## config.mk

```make
export PLATFORM = sky130hd
export DESIGN_NAME = serial_frame_codec
export DESIGN_NICKNAME = d
export VERILOG_FILES = /design/src/rtl/sfc_pkg.sv /design/src/rtl/sfc_frame_builder.sv /design/src/rtl/sfc_frame_checker.sv /design/src/rtl/sfc_out_stage.sv /design/src/rtl/serial_frame_codec.sv
export SDC_FILE = /design/constraint.sdc
export NUM_CORES = 1
export LEC_CHECK = 0
export BUFFER_PORTS_ARGS = -buffer_cell sky130_fd_sc_hd__buf_2
export CELL_PAD_IN_SITES_DETAIL_PLACEMENT = 1
export CELL_PAD_IN_SITES_GLOBAL_PLACEMENT = 2
export CORE_MARGIN = 1
export CORE_UTILIZATION = 33
export CTS_CLUSTER_SIZE = 14
export DETAILED_ROUTE_END_ITERATION = 12
export GPL_ROUTABILITY_DRIVEN = 0
export PLACE_DENSITY_LB_ADDON = 0.1
export SLEW_MARGIN = 5
export SYNTH_ARGS = -nofsm -noshare
export SYNTH_HDL_FRONTEND = slang
export SYNTH_HIERARCHICAL = 1
export SYNTH_SLANG_ARGS = --single-unit
```

## constraint.sdc

```tcl
create_clock -name clk -period 4.1 [get_ports clk]
set_input_delay 0.82 -clock clk [delete_from_list [all_inputs] [get_ports clk]]
set_output_delay 0.82 -clock clk [all_outputs]
set_load 0.02 [all_outputs]
```

## src/rtl/sfc_pkg.sv

```systemverilog
package sfc_pkg;

    localparam int unsigned MAX_DATA_BITS = 8;
    localparam int unsigned MIN_DATA_BITS = 5;
    localparam int unsigned LCR_BITS      = 8;
    localparam int unsigned FRAME_BITS    = MAX_DATA_BITS + 4;
    localparam int unsigned LEN_BITS      = $clog2(FRAME_BITS + 1);
    localparam int unsigned RESULT_BITS   = MAX_DATA_BITS + LCR_BITS + 2;

    typedef struct packed {
        logic [1:0] spare;
        logic       stick;
        logic       even;
        logic       par_en;
        logic       two_stop;
        logic [1:0] wsel;
    } line_ctrl_t;

    typedef logic [FRAME_BITS-1:0]    frame_t;
    typedef logic [LEN_BITS-1:0]      len_t;
    typedef logic [MAX_DATA_BITS-1:0] char_t;

    typedef struct packed {
        logic                frame_err;
        logic                par_err;
        logic [LCR_BITS-1:0] rx_ctrl;
        char_t               data;
    } result_t;

    // Number of data bits selected by the word-length field.
    function automatic len_t word_len(input logic [1:0] wsel);
        return len_t'(MIN_DATA_BITS) + len_t'(wsel);
    endfunction

    // Mask with the lowest n bits set.
    function automatic char_t low_mask(input len_t n);
        char_t m;
        m = '0;
        for (int i = 0; i < int'(MAX_DATA_BITS); i++) begin
            if (len_t'(i) < n) m[i] = 1'b1;
        end
        return m;
    endfunction

endpackage

```

## src/rtl/sfc_frame_builder.sv

```systemverilog
module sfc_frame_builder
    import sfc_pkg::*;
(
    input  char_t      data_i,
    input  line_ctrl_t ctrl_i,
    output frame_t     frame_o,
    output len_t       len_o
);

    always_comb begin
        len_t  n;
        len_t  pos;
        char_t kept;
        logic  parity;

        n       = word_len(ctrl_i.wsel);
        kept    = data_i & low_mask(n);
        parity  = ^kept;
        frame_o = '0;
        frame_o[MAX_DATA_BITS-1:0] = kept;
        pos     = n;
        if (ctrl_i.par_en) begin
            frame_o[pos] = ctrl_i.stick ? 1'b1 : (ctrl_i.even ? parity : ~parity);
            pos = pos + len_t'(1);
        end
        frame_o[pos] = 1'b1;
        pos = pos + len_t'(1);
        if (ctrl_i.two_stop) begin
            frame_o[pos] = 1'b1;
            pos = pos + len_t'(1);
        end
        len_o = pos;
    end

endmodule

```

## src/rtl/sfc_frame_checker.sv

```systemverilog
module sfc_frame_checker
    import sfc_pkg::*;
(
    input  frame_t     frame_i,
    input  line_ctrl_t ctrl_i,
    output result_t    result_o
);

    always_comb begin
        len_t n;
        len_t stop_a;
        len_t stop_b;
        logic acc;

        n   = word_len(ctrl_i.wsel);
        acc = 1'b0;
        for (int i = 0; i <= int'(MAX_DATA_BITS); i++) begin
            if (len_t'(i) <= n) acc = acc ^ frame_i[i];
        end
        stop_a = n + len_t'(ctrl_i.par_en);
        stop_b = stop_a + len_t'(1);

        result_o.data    = frame_i[MAX_DATA_BITS-1:0] & low_mask(n);
        result_o.rx_ctrl = ctrl_i;
        if (!ctrl_i.par_en)
            result_o.par_err = 1'b0;
        else if (ctrl_i.stick)
            result_o.par_err = ~frame_i[n];
        else
            result_o.par_err = ctrl_i.even ? acc : ~acc;
        result_o.frame_err = ~frame_i[stop_a] | (ctrl_i.two_stop & ~frame_i[stop_b]);
    end

endmodule

```

## src/rtl/sfc_out_stage.sv

```systemverilog
module sfc_out_stage
    import sfc_pkg::*;
(
    input  logic    clk,
    input  logic    rst,
    input  logic    load_i,
    input  frame_t  frame_i,
    input  len_t    len_i,
    input  result_t result_i,
    output frame_t  frame_o,
    output len_t    len_o,
    output result_t result_o,
    output logic    valid_o
);

    always_ff @(posedge clk) begin
        if (rst) begin
            frame_o  <= '0;
            len_o    <= '0;
            result_o <= '0;
            valid_o  <= 1'b0;
        end else begin
            valid_o <= load_i;
            if (load_i) begin
                frame_o  <= frame_i;
                len_o    <= len_i;
                result_o <= result_i;
            end
        end
    end

endmodule

```

## src/rtl/serial_frame_codec.sv

```systemverilog
module serial_frame_codec
    import sfc_pkg::*;
(
    input  logic                   clk,
    input  logic                   rst,
    input  logic                   start_i,
    input  logic [MAX_DATA_BITS-1:0] data_i,
    input  logic [LCR_BITS-1:0]    tx_lcr_i,
    input  logic [LCR_BITS-1:0]    rx_lcr_i,
    output logic [FRAME_BITS-1:0]  frame_o,
    output logic [LEN_BITS-1:0]    frame_len_o,
    output logic [RESULT_BITS-1:0] result_o,
    output logic                   valid_o
);

    line_ctrl_t tx_ctrl;
    line_ctrl_t rx_ctrl;
    frame_t     built_frame;
    len_t       built_len;
    result_t    decoded;
    result_t    result_q;

    assign tx_ctrl = line_ctrl_t'(tx_lcr_i);
    assign rx_ctrl = line_ctrl_t'(rx_lcr_i);

    sfc_frame_builder u_builder (
        .data_i  (data_i),
        .ctrl_i  (tx_ctrl),
        .frame_o (built_frame),
        .len_o   (built_len)
    );

    sfc_frame_checker u_checker (
        .frame_i  (built_frame),
        .ctrl_i   (rx_ctrl),
        .result_o (decoded)
    );

    sfc_out_stage u_out (
        .clk      (clk),
        .rst      (rst),
        .load_i   (start_i),
        .frame_i  (built_frame),
        .len_i    (built_len),
        .result_i (decoded),
        .frame_o  (frame_o),
        .len_o    (frame_len_o),
        .result_o (result_q),
        .valid_o  (valid_o)
    );

    assign result_o = result_q;

endmodule

```

# Word-level counts from Yosys, hierarchy flattened
# Index checks and enable logic that the tools add are counted.
[word_totals]
inputBits = 27
regBits = 35
[op_classes]
reduce_logical = 4
order_cmp = 34
n_mux = 47
n_bitwise = 19
n_addsub = 7
[ops]
columns = ["op", "n"]
rows = [
  ["$mux W1", 36],
  ["$lt A3 B4 Y1 const A", 8],
  ["$lt A4 B5 Y1 const B", 6],
  ["$mux W12", 2],
  ["$or A12 B12 Y12", 2],
  ["$add A4 B1 Y4 const B", 4],
  ["$and A8 B8 Y8", 2],
  ["$le A3 B4 Y1 const A", 4],
  ["$lt A1 B4 Y1 const A", 4],
  ["$lt A2 B4 Y1 const A", 4],
  ["$bmux W1 S4", 3],
  ["$bwmux W12", 1],
  ["$demux W1 S4", 3],
  ["$ge A4 B1 Y1 const B", 3],
  ["$add A3 B2 Y4 const A", 2],
  ["$le A1 B4 Y1 const A", 2],
  ["$le A2 B4 Y1 const A", 2],
  ["$mux W4", 2],
  ["$reduce_xor A8 Y1", 1],
  ["$xor A1 B1 Y1", 8],
  ["$not A1 Y1", 5],
  ["$add A4 B1 Y4", 1],
  ["$le A4 B4 Y1 const A", 1],
  ["$logic_and A1 B1 Y1", 3],
  ["other kinds (2)", 2],
]

# Depth between registers and ports, before layout
# Gate-level depths: netlist (run 1).
[depth]
ltp_word = 34
ltp_mapped = 17

# Cells and area by module
# The synthesis (run 1) kept the hierarchy.
[modules_own_cells]
columns = ["mod", "cells_each", "area_per_inst_um2", "instances"]
rows = [
  ["sfc_out_stage", 112, 1263.7, 1],
  ["sfc_frame_builder", 119, 844.6, 1],
  ["sfc_frame_checker", 59, 593.1, 1],
]

# Worst setup path before layout (run 1)
# No wires, ideal clock.
[synth_path]
path_type = "input to register"
start = "input port tx_lcr_i[0]"
end = "register, netlist name u_out/result_o[16]"
setup_slack_ps = 374
setup_ps = 64
required_ps = 4036
t_arrival_ps = 3662
cell_stages = 16
path_cell_list = "inv_1 -> ha_1 -> inv_1 -> ha_1 -> nor2b_1 -> xnor3_1 -> xnor3_1 -> o31ai_1 -> nand2_1 -> nor2b_4 -> xnor2_2 -> xnor2_1 -> or3b_1 -> o211ai_2 -> mux2i_1 -> nor2_1"
[synth_rtl]
columns = ["item", "line", "source"]
rows = [
  ["start, declared", "serial_frame_codec.sv:8", "input logic [LCR_BITS-1:0] tx_lcr_i,"],
]

==> results of run 1 <==
==> worst min-delay path, cell delays in order, from the launching register on <==
cell	delay (ps)
dfxtp_1	320
mux2i_1	60
nor2_1	70
==> registers in the layout, indices dropped and copies added (netlist names) <==
register,cells
u_out/result_o,18
u_out/len_o,4
u_out/valid_o,1
u_out/frame_o,12
==> cells in the mapped netlist (all sizes together) (2+ instances only) <==
library cell	count	area, µm²
mux2i	36	360.4
o21a	2	15.01
o211ai	2	20.02
inv	10	37.54
nor2	50	187.7
a31oi	4	25.02
o21ai	8	43.79
nand2	16	60.06
ha	19	237.7
dfxtp	35	700.7
a221o	5	50.05
mux4	7	165.2
nor2b	6	45.04
a21o	3	22.52
o31ai	3	22.52
nand4	2	12.51
xnor3	2	45.04
and2	6	37.54
clkbuf	7	26.28
mux2	2	22.52
xnor2	16	155.2
xor2	2	17.52
nand2b	3	18.77
nand3	7	35.03
buf	20	180.2
a21oi	3	15.01
==> report_power, final <==
part	internal [W]	leakage, nW	switching (W)
sequential	0.000365	0.288	0.0000119
combinational	0.000210	1.27	0.000231
clock	0.000132	0.0470	0.000121
==> stage by stage <==
step / hold slack (ps) / setup slack, ps / area, µm²
final: 487.3 / 306.1 / 3216
after global routing: 511.1 / 99.87 / 3216
after CTS: 498.3 / 62.67 / 3208
after detailed placement: 480.7 / -227.3 / 3120
after global placement: 466.2 / -88.52 / 3120
after floorplan: 583.3 / 374.3 / 2701
==> final cells by class <==
cell class                      instances  area (µm²)  area share
Tap cell                              102       127.6     0.03969
Clock buffer                            6       82.58     0.02568
Clock inverter                          1       5.005    0.001556
Timing Repair Buffer                   87       505.5      0.1572
Sequential cell                        35       700.7      0.2179
Inverter                               10       37.54     0.01167
Multi-Input combinational cell        218        1757      0.5463
==> per-layer routing <==
layer | share of wire | up-vias | track usage | wire length, µm
li1 | - | 1122 | - | -
met1 | 0.45 | 1099 | 0.2128 | 3218
met2 | 0.50 | 49 | 0.3099 | 3573
met3 | 0.034 | 5 | 0.02217 | 245
met4 | 0.012 | 0 | 0.05078 | 83
met5 | 0 | - | 0 | 0
==> timing repair <==
action                                  4_1_cts  5_1_grt
endpoints found under the setup margin        0        2
hold endpoints to repair                      0        0
setup buffers                                 0        1
==> worst paths after layout <==
check                                        start  slack, ps  cells after the start                 end
worst max register to register    u_out/frame_o[3]       3390                      2    u_out/frame_o[3]
worst max-delay path                   tx_lcr_i[0]        310                     17  u_out/result_o[17]
worst min register to register  u_out/result_o[13]        490                      2  u_out/result_o[13]
worst min-delay path            u_out/result_o[13]        490                      2  u_out/result_o[13]
==> cell families after synthesis <==
| kind of cell | after synthesis | synth area share |
|---|---|---|
| AOI/OAI and AO/OA | 36 | 0.1005 |
| xor gates and xnor gates | 21 | 0.08939 |
| adders and majority gates | 20 | 0.09542 |
| buffers and inverters | 37 | 0.09032 |
| DFF | 35 | 0.2594 |
| muxes | 45 | 0.2029 |
| and+or+nand+nor | 96 | 0.1621 |
==> impl_metrics.env, run 1 <==
export IMPL_max_freq_ghz=0.2636
export IMPL_syn_cell_area_mm2=0.002701
export IMPL_drtAntennaViolNets=0
export IMPL_die_h_um=92.48
export IMPL_clock_latency_ps=290
export IMPL_start_kind="input port"
export IMPL_crit_required_ps=4320
export IMPL_fin_cells=459
export IMPL_period_minus_slack_ps=3794
export IMPL_cts_buffers_inserted=5
export IMPL_io_pins=62
export IMPL_dp_cells=451
export IMPL_wire_per_inst_um=15.51
export IMPL_cpPeakStageDelay_ps=450
export IMPL_hp_class="register to register"
export IMPL_synth_edf_count=0
export IMPL_port_buffers=59
export IMPL_p_leak_nw=1.608
export IMPL_hold_viol=0
export IMPL_path_cells="buf_2 > inv_1 > ha_1 > inv_1 > ha_1 > nor2b_1 > xnor3_1 > xnor3_1 > nor2_1 > o211ai_1 > buf_4 > mux4_2 > nand2b_1 > nand4_1 > a32oi_1 > mux2i_1 > nor2_1"
export IMPL_htree_num_levels=2
export IMPL_grtUsageTotal=0.1723
export IMPL_dp_hpwl_um=5655
export IMPL_vias_per_cell=4.956
export IMPL_cp_max_fo=4
export IMPL_start_util=0.3460
export IMPL_wl_um=7120
export IMPL_syn2layout_area_growth_pct=19.04
export IMPL_dr_first_iter_drc_count=33
export IMPL_worstSetupEndpointType="register"
export IMPL_tightest_slew_ps=1017
export IMPL_async_flop_share=0
export IMPL_cts_repair_resized=0
export IMPL_cp_slowest_cell="mux4_2"
export IMPL_power_density_mw_per_mm2=333.1
export IMPL_syn_area_per_cell_um2=9.315
export IMPL_cts_sinks=35
export IMPL_clkTransAtPathRegs_ps=70
export IMPL_core_region_area_mm2=0.007807
export IMPL_maxCapViolations=0
export IMPL_drc=0
export IMPL_synth_cells=290
export IMPL_grt_max_degree=36
export IMPL_fill_cells=937
export IMPL_fin_tns_setup_ps=0
export IMPL_max_slew_margin_rel=0.3218
export IMPL_setup_viol=0
export IMPL_final_layout_size_suffix_gt1_frac=0.2997
export IMPL_finalCritPeriodShare=0.9254
export IMPL_vias=2275
export IMPL_final_util=0.4119
export IMPL_grt_pass1_wl_um=11500
export IMPL_arrival_ps=4010
export IMPL_cts_root_buf="clkbuf_8"
export IMPL_antennaDiodeCount=0
export IMPL_layout_commonest_cell="buf_2"
export IMPL_die_x_um=92.48
export IMPL_clock_skew_ps=0
export IMPL_cts_hold_buf=0
export IMPL_nets=404
export IMPL_synth_seq_area_share=0.2594
export IMPL_crit_type="input port to register"
export IMPL_status="completed"
export IMPL_cp_top_family="XOR/XNOR gates"
export IMPL_firstDrtPassIters=4
export IMPL_cts_buffer_depth=2
export IMPL_die_area_mm2=0.008552
export IMPL_rows=32
export IMPL_yosys_warnings=6
export IMPL_slew_viol_final=0
export IMPL_rsz0062_at_grt="false"
export IMPL_final_cell_mix="buf_2 (59), nor2_1 (50), mux2i_1 (36)"
export IMPL_synth_nets=337
export IMPL_cts_tree="done"
export IMPL_ys_flop_type="dfxtp_1"
export IMPL_antenna_found_initial=0
export IMPL_crit_buf_inv=4
export IMPL_synth_distinct_cells=50
export IMPL_ys_ff_latch=35
export IMPL_power_w=0.001071
export IMPL_grt_overflow_total=0
export IMPL_ir_drop_uv=114.3
export IMPL_grt_pass1_vias=2301
No activity file was read; power rests on OpenSTA's default activity.
==> inputs of run 2 (changes only) <==
--- a/config.mk
+++ b/config.mk
@@ -5,7 +5,7 @@
 export SDC_FILE = /design/constraint.sdc
 export NUM_CORES = 1
 export LEC_CHECK = 0
-export BUFFER_PORTS_ARGS = -buffer_cell sky130_fd_sc_hd__buf_2
+export BUFFER_PORTS_ARGS = -buffer_cell sky130_fd_sc_hd__buf_4
 export CELL_PAD_IN_SITES_DETAIL_PLACEMENT = 1
 export CELL_PAD_IN_SITES_GLOBAL_PLACEMENT = 2
 export CORE_MARGIN = 1
==> run 2 against run 1 <==
Effect of this change: count of clock-buffer cells in the layout increased by 1; utilization grew 1.6 points; highest routed layer unchanged; cell area grew 3.9%; first-iteration DRC count increased by 27%; cell count decreased by 0.22%; wire length shrank 2.0%; maximum frequency fell by 1.8%; critical path depth is the same; worst setup slack worse by 69 ps.
==> impl_metrics.env, run 2 (synthesized netlist as in run 1, its figures left out) <==
export IMPL_status="completed"
export IMPL_cp_slowest_cell="xnor3_1"
export IMPL_fill_cells=966
export IMPL_io_pins=62
export IMPL_max_slew_margin_rel=0.5991
export IMPL_layout_setup_ws_ps=237.0
export IMPL_vias_per_cell=4.950
export IMPL_final_layout_size_suffix_gt1_frac=0.2921
export IMPL_antenna_found_initial=0
export IMPL_clock_latency_ps=290
export IMPL_hold_path_end="u_out/frame_o[3]"
export IMPL_clock_skew_ps=0
export IMPL_htree_num_levels=2
export IMPL_crit_buf_inv=4
export IMPL_die_h_um=92.48
export IMPL_hold_viol=0
export IMPL_final_cell_mix="buf_4 (85), nor2_1 (50), mux2i_1 (36)"
export IMPL_start_kind="input port"
export IMPL_dr_first_iter_drc_count=42
export IMPL_grt_max_degree=36
export IMPL_rr_startpoint="u_out/frame_o[2]"
export IMPL_top_register="u_out/result_o"
export IMPL_worstSetupEndpointType="register"
export IMPL_die_area_mm2=0.008552
export IMPL_dp_hpwl_um=5546
export IMPL_multi_input_area_mm2=0.001757
export IMPL_cts_buffers_inserted=5
export IMPL_arrival_ps=4090
export IMPL_hp_class="register to register"
export IMPL_nets=402
export IMPL_grt_pass1_wl_um=11360
export IMPL_r2r_end="u_out/frame_o[2]"
export IMPL_syn2layout_area_growth_pct=23.71
export IMPL_rsz0062_at_grt="false"
export IMPL_dpl_cell_area_mm2=0.003261
export IMPL_power_frac_comb=0.423
export IMPL_ff_latch_area_um2=700.7
export IMPL_p_int_w=0.0007113
export IMPL_cts_tree="done"
export IMPL_postCtsSetupBuffers=0
export IMPL_ir_drop_uv=124.1
export IMPL_pwr_share_clk=0.225
export IMPL_vias=2267
export IMPL_power_density_mw_per_mm2=321.7
export IMPL_crit_required_ps=4330
export IMPL_cts_repair_resized=0
export IMPL_reg2reg_depth=2
export IMPL_drc=0
export IMPL_period_minus_slack_ps=3863
export IMPL_rows=32
export IMPL_cp_max_fo=4
export IMPL_cts_buffer_depth=2
export IMPL_clkTransAtPathRegs_ps=70
export IMPL_slew_viol_final=0
export IMPL_p_leak_nw=1.620
export IMPL_fin_area_mm2=0.003342
export IMPL_drtAntennaViolNets=0
export IMPL_start_util=0.3460
export IMPL_largestRegisters="u_out/result_o (18), u_out/frame_o (12), u_out/len_o (4)"
export IMPL_layout_commonest_cell="buf_4"
export IMPL_wl_um=6980
export IMPL_max_freq_ghz=0.2589
export IMPL_cts_hold_buf=0
export IMPL_cpPeakStageDelay_ps=470
export IMPL_cts_sinks=35
export IMPL_grt_overflow_total=0
export IMPL_firstDrtPassIters=4
export IMPL_tightest_slew_ps=598.7
export IMPL_grtUsageTotal=0.1712
export IMPL_cts_root_buf="clkbuf_8"
export IMPL_crit_type="input port to register"
export IMPL_port_buffers=59
export IMPL_grt_pass1_vias=2283
export IMPL_p_seq_frac=0.352
export IMPL_core_region_area_mm2=0.007807
export IMPL_holdWs_ps=494.6
export IMPL_cp_top_family="XOR/XNOR gates"
export IMPL_finalCritPeriodShare=0.9422
export IMPL_die_x_um=92.48
export IMPL_rrSetupSlack_ps=3470
export IMPL_path_cells="buf_4 > inv_1 > ha_1 > inv_1 > ha_1 > nor2b_1 > xnor3_1 > xnor3_1 > nor2_1 > o211ai_1 > buf_4 > mux4_2 > nand2b_1 > nand4_1 > a32oi_1 > mux2i_1 > nor2_1"
export IMPL_maxCapViolations=0
export IMPL_hp_start="u_out/frame_o[3]"
export IMPL_dp_slack_ps=-97.51
export IMPL_power_switching_w=0.0003638
export IMPL_largest_reg_flops=18
export IMPL_whs_path_depth=2
export IMPL_setup_viol=0
export IMPL_wire_per_inst_um=15.24
export IMPL_antennaDiodeCount=0
export IMPL_sw_frac_of_total=0.3384
==> run 2: power groups by stage <==
| stage | Clock (W) | Combinational, W | Sequential (W) |
|---|---|---|---|
| finish | 0.000242 | 0.000454 | 0.000379 |
| detailed placement | 0 | 0.000459 | 0.000387 |
| global route | 0.000272 | 0.000495 | 0.000382 |
| global placement | 0 | 0.000453 | 0.000386 |
| CTS | 0.000253 | 0.000460 | 0.000379 |
| floorplan | 0 | 0.000282 | 0.000416 |
==> run 2: cell type report <==
class | count | area share
timing repair buffer | 85 | 0.1909
sequential | 35 | 0.2097
inverter | 10 | 0.01123
clock buffer | 7 | 0.02284
multi-input combinational | 218 | 0.5256
tap | 102 | 0.03819
clock inverter | 1 | 0.001498
==> run 2: through the flow <==
stage	total power, W	TNS (ps)	utilization	cells
floorplan	0.0006978	0	-	290
global placement	0.0008390	-111.4	0.4176	450
detailed placement	0.0008454	-164.2	0.4176	450
CTS	0.001093	0	0.4280	458
global route	0.001149	0	0.4280	458
finish	0.001075	0	0.4280	458
==> run 2: per-layer routing <==
| metal | GRT usage | part of all wire |
|---|---|---|
| met5 | 0 | 0 |
| met3 | 0.02299 | 0.029 |
| met1 | 0.2081 | 0.45 |
| met2 | 0.3074 | 0.50 |
| met4 | 0.05859 | 0.014 |
==> run 2: tightest hold or removal path, cell delays in order, from the launching register on <==
cell and delay (ps):
dfxtp_1 330, mux2i_1 60, nor2_1 70
==> run 2: worst max path at each step <==
| stage | end | startpoint | depth (start not counted) |
|---|---|---|---|
| after floorplan | u_out/result_o[16] | tx_lcr_i[0] | 16 |
| after global placement | u_out/result_o[17] | tx_lcr_i[0] | 17 |
| after detailed placement | u_out/result_o[17] | tx_lcr_i[0] | 17 |
| after CTS | u_out/result_o[17] | tx_lcr_i[0] | 17 |
| after global routing | u_out/result_o[17] | tx_lcr_i[0] | 17 |
| final | u_out/result_o[17] | tx_lcr_i[0] | 17 |
==> inputs of run 3 (changes only) <==
==> constraint.sdc (replaced) <==
create_clock -name clk -period 4.42 [get_ports clk]
set_input_delay 0.884 -clock clk [delete_from_list [all_inputs] [get_ports clk]]
set_output_delay 0.884 -clock clk [all_outputs]
set_load 0.02 [all_outputs]
==> run 3 against run 2 <==
Effect of this change: cell area shrank 2.0%; first-iteration DRC count shrank 2.4%; worst setup slack gained 210 ps; via count shrank 2.6%; wire length shrank 1.1%; critical path type unchanged; worst hold slack gained 2.0 ps; largest power group unchanged; combinational power shrank 9.7%; global-route usage shrank 0.21 points; count of clock-buffer cells in the layout is the same.
==> impl_metrics.env, run 3 (synthesized netlist as in run 1, its figures left out) <==
export IMPL_status="completed"
export IMPL_pwr_share_clk=0.228
export IMPL_antenna_found_initial=0
export IMPL_hp_class="register to register"
export IMPL_vias=2208
export IMPL_top_register="u_out/result_o"
export IMPL_power_density_mw_per_mm2=301.2
export IMPL_htree_num_levels=2
export IMPL_wl_um=6905
export IMPL_dp_hpwl_um=5453
export IMPL_drc=0
export IMPL_hold_viol=0
export IMPL_final_cell_mix="buf_4 (76), nor2_1 (50), mux2i_1 (36)"
export IMPL_largestRegisters="u_out/result_o (18), u_out/frame_o (12), u_out/len_o (4)"
export IMPL_cts_buffer_depth=2
export IMPL_crit_required_ps=4650
export IMPL_nets=393
export IMPL_p_leak_nw=1.574
export IMPL_ir_drop_uv=99.84
export IMPL_vias_per_cell=4.918
export IMPL_dr_first_iter_drc_count=41
export IMPL_maxCapViolations=0
export IMPL_period_minus_slack_ps=3971
export IMPL_firstDrtPassIters=4
export IMPL_grt_met2_usage=0.3031
export IMPL_power_switching_w=0.0003346
export IMPL_cp_top_family="XOR/XNOR gates"
export IMPL_use_met1=0.2115
export IMPL_die_area_mm2=0.008552
export IMPL_cts_root_buf="clkbuf_8"
export IMPL_drtAntennaViolNets=0
export IMPL_met3_usage=0.02299
export IMPL_fin_cells=449
export IMPL_die_h_um=92.48
export IMPL_clock_latency_ps=280
export IMPL_largest_reg_flops=18
export IMPL_fill_cells=960
export IMPL_final_layout_size_suffix_gt1_frac=0.2738
export IMPL_rrSetupSlack_ps=3780
export IMPL_antennaDiodeCount=0
export IMPL_worstSetupEndpointType="register"
export IMPL_grtUsageTotal=0.1691
export IMPL_grt_pass1_vias=2275
export IMPL_cpPeakStageDelay_ps=480
export IMPL_sw_frac_of_total=0.3393
export IMPL_postCtsSetupBuffers=0
export IMPL_cts_buffers_inserted=5
export IMPL_finalCritPeriodShare=0.8983
export IMPL_cts_sinks=35
export IMPL_path_cells="buf_4 > inv_1 > ha_1 > inv_1 > ha_1 > nor2b_1 > xnor3_1 > xnor3_1 > nor2_1 > o211ai_1 > buf_4 > mux4_2 > nand2b_1 > nand4_1 > a32oi_1 > mux2i_1 > nor2_1"
export IMPL_grt_max_degree=36
export IMPL_busiest_layer="met2"
export IMPL_crit_buf_inv=4
export IMPL_fin_tns_setup_ps=0
export IMPL_port_buffers=59
export IMPL_rsz0062_at_grt="false"
export IMPL_setup_viol=0
export IMPL_clkTransAtPathRegs_ps=70
export IMPL_cp_max_fo=4
export IMPL_ff_latch_area_um2=700.7
export IMPL_p_seq_frac=0.356
export IMPL_rows=32
export IMPL_rr_startpoint="u_out/frame_o[0]"
export IMPL_arrival_ps=4200
export IMPL_cts_hold_buf=0
export IMPL_layout_commonest_cell="buf_4"
export IMPL_slew_viol_final=0
export IMPL_multi_input_area_mm2=0.001757
export IMPL_wire_per_inst_um=15.38
export IMPL_power_frac_comb=0.416
export IMPL_dp_cells=441
export IMPL_start_util=0.3460
export IMPL_cp_slowest_cell="xnor3_1"
export IMPL_hp_start="u_out/result_o[11]"
export IMPL_core_region_area_mm2=0.007807
export IMPL_start_kind="input port"
export IMPL_syn2layout_area_growth_pct=21.21
export IMPL_max_slew_margin_rel=0.6021
export IMPL_cts_tree="done"
export IMPL_die_x_um=92.48
export IMPL_crit_type="input port to register"
export IMPL_tightest_slew_ps=596.9
export IMPL_cts_repair_resized=0
export IMPL_grt_overflow_total=0
export IMPL_crit_path_start="tx_lcr_i[0]"
export IMPL_max_freq_ghz=0.2519
export IMPL_grt_pass1_wl_um=11320
export IMPL_p_int_w=0.0006516
export IMPL_io_pins=62
export IMPL_clock_skew_ps=0
run 3: changes by cell type in the layout (fill, tap and decap cells not counted), sizes merged:
cell,change
buf,-9
run 3: layout make-up:
cell class	count	area share
multi-input cells	218	0.5365
flip-flops and latches	35	0.2140
repair buffers	76	0.1742
well taps	102	0.03898
clock buffers	7	0.02331
inverters	10	0.01146
clock inverters	1	0.001528
run 3: power groups by stage:
stage	Sequential [W]	Combinational, W	Clock (W)
2_1_floorplan	0.000386	0.000262	0
3_3_place_gp	0.000358	0.000411	0
3_5_place_dp	0.000359	0.000415	0
4_1_cts	0.000352	0.000417	0.000232
5_1_grt	0.000354	0.000450	0.000247
6_report	0.000351	0.000410	0.000225
run 3: worst paths after layout:
path / to / cells after the start
setup / recovery: u_out/result_o[17] / 17
hold / removal: u_out/result_o[11] / 2
setup reg to reg: u_out/frame_o[0] / 2
hold reg to reg: u_out/result_o[11] / 2
run 3: per-layer routing:
metal / vias to the layer above / part of all wire
met5: - / 0
met4: 0 / 0.010
met3: 5 / 0.024
met2: 33 / 0.50
met1: 1066 / 0.46
li1: 1104 / -
run 3: worst register-to-register path: cells and delay by family, from the launching register on:
kind	cells	cell delay [ps]
muxes	1	130
DFF	1	330
and+or+nand+nor	1	60
run 3: stage by stage:
step                instance area (µm²)  hold slack (ps)  setup slack [ps]  power [W]  utilization
finish                             3274            496.6             449.5  0.0009861       0.4194
detailed placement                 3193            485.5             171.4  0.0007743       0.4090
floorplan                          2701            583.3             630.3  0.0006472            -
CTS                                3274            504.5             435.2   0.001001       0.4194
global route                       3274            520.7             183.3   0.001051       0.4194
global placement                   3193            473.0             161.7  0.0007686       0.4090
